--- src/rtl/srstat_pkg.sv ---
package srstat_pkg;
  localparam int unsigned SR_W_DEF    = 8;
  localparam int unsigned BUS_W_DEF   = 16;
  localparam logic [7:0]  RST_VAL_DEF = 8'h80;
  localparam logic [7:0]  SET_OK_DEF  = 8'hFE;  // engine may set bits 7..1
  localparam logic [7:0]  CLR_OK_DEF  = 8'hC4;  // engine may clear bits 7, 6, 2
  localparam logic [7:0]  STICKY_DEF  = 8'h3A;  // bits 5, 4, 3, 1
  localparam logic [7:0]  CLR_CMD_DEF = 8'h50;

  typedef enum logic [1:0] {
    BIT_HOLD  = 2'd0,
    BIT_SET   = 2'd1,
    BIT_CLEAR = 2'd2
  } bit_act_t;
endpackage

--- src/rtl/srstat_cmd_dec.sv ---
module srstat_cmd_dec #(
  parameter int unsigned CMD_W   = 8,
  parameter logic [CMD_W-1:0] CLR_CODE = 8'h50
) (
  input  logic             cmd_valid,
  input  logic [CMD_W-1:0] cmd_byte,
  output logic             clr_flags
);
  always_comb begin
    clr_flags = cmd_valid && (cmd_byte == CLR_CODE);
  end
endmodule

--- src/rtl/srstat_core.sv ---
module srstat_core
  import srstat_pkg::*;
#(
  parameter int unsigned W = 8,
  parameter logic [W-1:0] RST_VAL = 8'h80,
  parameter logic [W-1:0] SET_OK  = 8'hFE,
  parameter logic [W-1:0] CLR_OK  = 8'hC4,
  parameter logic [W-1:0] STICKY  = 8'h3A
) (
  input  logic         clk,
  input  logic         rst,
  input  logic [W-1:0] eng_set,
  input  logic [W-1:0] eng_clr,
  input  logic         clr_flags,
  output logic [W-1:0] status
);
  for (genvar i = 0; i < W; i++) begin : g_bit
    bit_act_t act;
    logic     cell_q;

    // Priority per bit: set, then engine clear, then clear command.
    always_comb begin
      if (eng_set[i] && SET_OK[i]) begin
        act = BIT_SET;
      end else if (eng_clr[i] && CLR_OK[i]) begin
        act = BIT_CLEAR;
      end else if (clr_flags && STICKY[i]) begin
        act = BIT_CLEAR;
      end else begin
        act = BIT_HOLD;
      end
    end

    always_ff @(posedge clk) begin
      if (rst) begin
        cell_q <= RST_VAL[i];
      end else begin
        case (act)
          BIT_SET:   cell_q <= 1'b1;
          BIT_CLEAR: cell_q <= 1'b0;
          default:   cell_q <= cell_q;
        endcase
      end
    end

    assign status[i] = cell_q;
  end
endmodule

--- src/rtl/srstat_snap.sv ---
module srstat_snap #(
  parameter int unsigned W     = 8,
  parameter int unsigned BUS_W = 16,
  parameter logic [W-1:0] RST_VAL = 8'h80
) (
  input  logic             clk,
  input  logic             rst,
  input  logic             oe_n,
  input  logic             ce_n,
  input  logic [W-1:0]     status,
  output logic [BUS_W-1:0] rd_data
);
  localparam int unsigned PAD = BUS_W - W;

  logic         rd_act;
  logic         rd_act_q;
  logic [W-1:0] snap_q;

  always_comb begin
    rd_act = !oe_n && !ce_n;
  end

  always_ff @(posedge clk) begin
    if (rst) begin
      rd_act_q <= 1'b0;
      snap_q   <= RST_VAL;
    end else begin
      rd_act_q <= rd_act;
      if (rd_act && !rd_act_q) begin
        snap_q <= status;
      end
    end
  end

  assign rd_data = {{PAD{1'b0}}, snap_q};
endmodule

--- src/rtl/srstat_unit.sv ---
module srstat_unit
  import srstat_pkg::*;
#(
  parameter int unsigned W     = SR_W_DEF,
  parameter int unsigned BUS_W = BUS_W_DEF,
  parameter logic [W-1:0] RST_VAL  = RST_VAL_DEF,
  parameter logic [W-1:0] SET_OK   = SET_OK_DEF,
  parameter logic [W-1:0] CLR_OK   = CLR_OK_DEF,
  parameter logic [W-1:0] STICKY   = STICKY_DEF,
  parameter logic [W-1:0] CLR_CODE = CLR_CMD_DEF
) (
  input  logic             clk,
  input  logic             rst,
  input  logic [W-1:0]     eng_set,
  input  logic [W-1:0]     eng_clr,
  input  logic             cmd_valid,
  input  logic [W-1:0]     cmd_byte,
  input  logic             oe_n,
  input  logic             ce_n,
  output logic [BUS_W-1:0] rd_data
);
  logic         clr_flags;
  logic [W-1:0] status_q;

  srstat_cmd_dec #(.CMD_W(W), .CLR_CODE(CLR_CODE)) u_dec (
    .cmd_valid (cmd_valid),
    .cmd_byte  (cmd_byte),
    .clr_flags (clr_flags)
  );

  srstat_core #(
    .W(W), .RST_VAL(RST_VAL), .SET_OK(SET_OK), .CLR_OK(CLR_OK), .STICKY(STICKY)
  ) u_core (
    .clk       (clk),
    .rst       (rst),
    .eng_set   (eng_set),
    .eng_clr   (eng_clr),
    .clr_flags (clr_flags),
    .status    (status_q)
  );

  srstat_snap #(.W(W), .BUS_W(BUS_W), .RST_VAL(RST_VAL)) u_snap (
    .clk     (clk),
    .rst     (rst),
    .oe_n    (oe_n),
    .ce_n    (ce_n),
    .status  (status_q),
    .rd_data (rd_data)
  );
endmodule

--- config.mk ---
export PLATFORM = sky130hd
export DESIGN_NAME = srstat_unit
export DESIGN_NICKNAME = d
export VERILOG_FILES = /design/src/rtl/srstat_pkg.sv /design/src/rtl/srstat_cmd_dec.sv /design/src/rtl/srstat_core.sv /design/src/rtl/srstat_snap.sv /design/src/rtl/srstat_unit.sv
export SDC_FILE = /design/constraint.sdc
export NUM_CORES = 1
export LEC_CHECK = 0
export CAP_MARGIN = 20
export CORE_MARGIN = 8
export CORE_UTILIZATION = 32
export CTS_CLUSTER_SIZE = 24
export DETAILED_ROUTE_END_ITERATION = 8
export PLACE_DENSITY = 0.74
export SETUP_SLACK_MARGIN = 0.05
export SYNTH_ARGS = -nofsm -noshare
export SYNTH_HDL_FRONTEND = slang
export SYNTH_SLANG_ARGS = --single-unit
--- constraint.sdc ---
create_clock -name clk -period 1.2 [get_ports clk]
set_clock_uncertainty 0.1 [all_clocks]
set_input_delay 0.18 -clock clk [delete_from_list [all_inputs] [get_ports clk]]
set_output_delay 0.18 -clock clk [all_outputs]
set_load 0.01 [all_outputs]
# ---- After elaboration in Yosys (flattened, before gate mapping)
# Cells that the tools add are included.
dict set report op_classes {
  n_eq_ne 15
  muxes 18
  n_reduce_logical 13
}
# op count
set op_table {}
lappend op_table {{2-bit two-way mux} 11}
lappend op_table {{2-bit by 1-bit == test with 1-bit output, second input constant} 7}
lappend op_table {{2-bit == test, second input constant} 7}
lappend op_table {{1-bit case mux with 2 select lines} 7}
lappend op_table {{2-bit nonzero test} 7}
lappend op_table {{8-bit by 7-bit == test with 1-bit output, second input constant} 1}
lappend op_table {{1-bit logical AND} 3}
lappend op_table {{1-bit zero test} 3}
dict set report word_totals {
  reg_bits 15
  in_bits 29
  output_inout_bits 16
}

# ---- Depth between registers and ports, before layout
dict set report depth {
  word_depth 6
  mapped_depth 3
}

# ---- Modules after synthesis
# A second synthesis with hierarchy kept.
dict set report unflattened {
  hier_cells 88
  area_unflattened_um2 794.5
}
# mod n_inst cells_per_inst area_per_inst_um2 seq_area_each_um2
set modules_own_cells {}
lappend modules_own_cells {srstat_snap 1 48 460.4 180.2}
lappend modules_own_cells {srstat_core 1 37 306.5 140.1}
lappend modules_own_cells {srstat_cmd_dec 1 3 27.5 0.0}

# ---- Worst setup path after synthesis
# Ideal clock, no wire load.
dict set report synth_path {
  path_type {register -> register}
  from {register u_snap.rd_act_q}
  to {register u_snap.snap_q[1]}
  setup_ns 0.070
  t_arrival_ns 1.019
  required_ns 1.030
  slack_ns 0.011
  path_stages_with_launch 4
  n_path_buf 1
  synth_period_minus_slack_ns 1.189
  cell_sequence {dfxtp_1 -> buf_2 -> or4b_1 -> a21oi_1}
}
dict set report synth_via {
  elab_chain_len 2
}
# element line_no
set synth_lines {}
lappend synth_lines {{start, declared} srstat_snap.sv:16} ;# logic rd_act_q;
lappend synth_lines {{start signal, assigned} srstat_snap.sv:28} ;# rd_act_q <= rd_act;
lappend synth_lines {{1-bit zero test} srstat_snap.sv:29} ;# if (rd_act && !rd_act_q) begin
lappend synth_lines {{1-bit logical AND} srstat_snap.sv:29}
lappend synth_lines {{end signal, assigned} srstat_snap.sv:30} ;# snap_q <= status;
lappend synth_lines {{end, declared} srstat_snap.sv:17} ;# logic [W-1:0] snap_q;
# No other way between the ends.
# A chain may end at the register's enable or synchronous reset.

# ---- Worst setup path after layout
# Ends and elaborated chain as after synthesis.

==> flow_metrics.tcl <==
set metrics [dict create \
    final_cell_area_um2 1082 \
    cts_tree "done" \
    setup_viol 0 \
    pwr-share-comb 0.201 \
    layout-area-overhead-vs-synth_pct 49.14 \
    drt-total-wl_um 1697 \
    seq_power_share 0.527 \
    hold_violations 0 \
    start_kind "flop" \
    fin_nets 143 \
    syn_area_per_cell_um2 9.941 \
    dp_hpwl_um 1409 \
    die_w_um 63.62 \
    pin_count 45 \
    crit_path_end_kind "flop" \
    cts.reportedPaths.clkPinSlew_ps 90 \
    switchingPower_mw 0.2486 \
    hold_path.class "input pin to flop" \
    startpoint "u_snap.rd_act_q" \
    initial_utilization 0.3345 \
    cp.arrival_ps 1290 \
    grt_pass1_vias 715 \
    num_antenna_cells 0 \
    dieArea_um2 4048 \
    max_freq_mhz 854.2 \
    p_int_mw 0.7705 \
    cap_violations 0 \
    drtIter0Drc 20 \
    cts_sinks 15 \
    final_antenna_net_count 0 \
    final_common_cell "clkdlybuf4s50_1" \
    core_area_um2 2170 \
    yosys_warnings 0 \
    switching_share 0.2439 \
    p_leak_nw 0.4508 \
    utilization 0.4988 \
    syn_area_um2 725.7 \
    antenna_found_initial 0 \
    status "finished, final reports clean" \
    firstDrtPassIters 4 \
    worstHoldStart "eng_clr[7]" \
    r2r-start "u_snap.rd_act_q" \
    power.density_nw_per_um2 941.6 \
    syn_inst 73 \
    clockBufferDepth 2 \
    synthDistinctLibCells 21 \
    grt.total_usage 0.08822 \
    peakVddDrop_mv 0.4778 \
    rsz0062_at_grt "true" \
    wire_per_inst_um 12.04 \
    synth-seq-cells 15 \
    cts_buffers 3 \
    drv_slew 0 \
    grt_first_pass_wirelength_um 3029 \
    gr-total-overflow 0 \
    row_count 17 \
    cts_root_buffer "clkbuf_4" \
    drc 0 \
    critPathKind "flop to flop" \
    p_total_mw 1.019 \
    grt_max_degree 12 \
    dpl_cell_area_um2 1055 \
    route.vias.total 658 \
    fin_crit_sh 0.9755 \
    postCtsHoldBufs 0 \
    vias_per_cell 4.667 \
    path_max_fanout 11 \
    gp_congestion 0.7391 \
    synth-seq-area-share 0.4138 \
    die_h_um 63.62 \
    pwr-share-clk 0.272 \
    io_buffers 29 \
    htreeDepth 1 \
    clk_latency_ps 280 \
    layout-drive-gt1-share 0.2566 \
    finalCriticalPeriod_ps 1171 \
    final_cell_mix "clkdlybuf4s50_1 (20), dfxtp_1 (14), buf_4 (11)" \
    critPathRequiredTime_ps 1320 \
]
[stage by stage]
| step | cells | worst slack, ps | TNS (ps) | hold WS (ps) |
|---|---|---|---|---|
| 3_3_place_gp | 136 | -386.5 | -3092 | 357.7 |
| 5_1_grt | 141 | -28.02 | -83.53 | 378.7 |
| 3_5_place_dp | 136 | -414.6 | -3399 | 360.4 |
| 2_1_floorplan | 81 | 29.47 | 0 | 180.4 |
| 6_report | 141 | 29.36 | 0 | 373.6 |
| 4_1_cts | 141 | 22.92 | 0 | 366.4 |
[final timing paths]
| kind | to | slack, ps | depth (start not counted) |
|---|---|---|---|
| worst max-delay path | u_snap.snap_q[1] | 30 | 2 |
| worst min-delay path | u_core.g_bit[7].cell_q | 370 | 2 |
| worst max register to register | u_snap.snap_q[1] | 30 | 2 |
| worst min register to register | u_snap.snap_q[5] | 380 | 2 |
[cell type report]
class	count	area [um2]
fill	224	1087
multi-input combinational	51	361.6
timing repair buffer	41	346.6
sequential	15	304.0
tap	28	35.03
clock buffer	3	22.52
inverter	2	7.507
clock inverter	1	5.005
[cells by family after synthesis]
logic type / synth area share
flops: 0.4138
other cells: 0.005167
simple gates: 0.1931
buf+inv: 0.1603
compound gates: 0.2276
[power groups by stage]
stage               registers, mW  logic, mW  clock network (mW)
floorplan                   0.550      0.106                   0
global placement            0.550      0.203                   0
detailed placement          0.550      0.206                   0
CTS                         0.537      0.202               0.284
global route                0.541      0.226               0.316
finish                      0.537      0.205               0.277
[cell usage after synthesis (all sizes together)]
library cell  number  area (um2)
dfxtp             15       300.3
buf               12       95.08
o31ai              7       52.55
a21oi              6       30.03
or4b               6       60.06
a31oi              4       25.02
nor4bb             4       40.04
o21bai             4       30.03
nor2b              3       18.77
inv                2       7.510
o21a               2       15.01
clkbuf             1       13.76
conb               1       3.750
nor2               1       3.750
nor3               1       5.000
nor4               1       6.260
o211ai             1       7.510
o21ai              1       5.000
or3                1       6.260
[flip-flops by register name, summed over array words and instances, names as in the netlist]
name                 flops
u_core.g_bit.cell_q      7
u_snap.rd_act_q          1
u_snap.snap_q            7
[layer usage]
metal	wire length [um]	share of wire	track usage	vias up
li1	-	-	-	337
met5	0	0	0	-
met4	22	0.013	0.05014	0
met1	691	0.41	0.08073	297
met2	883	0.52	0.1660	22
met3	100	0.059	0.02827	2
[what timing repair did]
action | CTS | global route
pin swaps | 0 | 0
endpoints found under the setup margin | 14 | 17
gates cloned | 0 | 0
buffers inserted | 1 | 0
gates resized for setup | 18 | 13
[critical path: stages, from the launching register on]
cell and delay, ps:
dfxtp_4 390, or4b_1 500, a21oi_2 130
(Power assumes the default switching activity.)
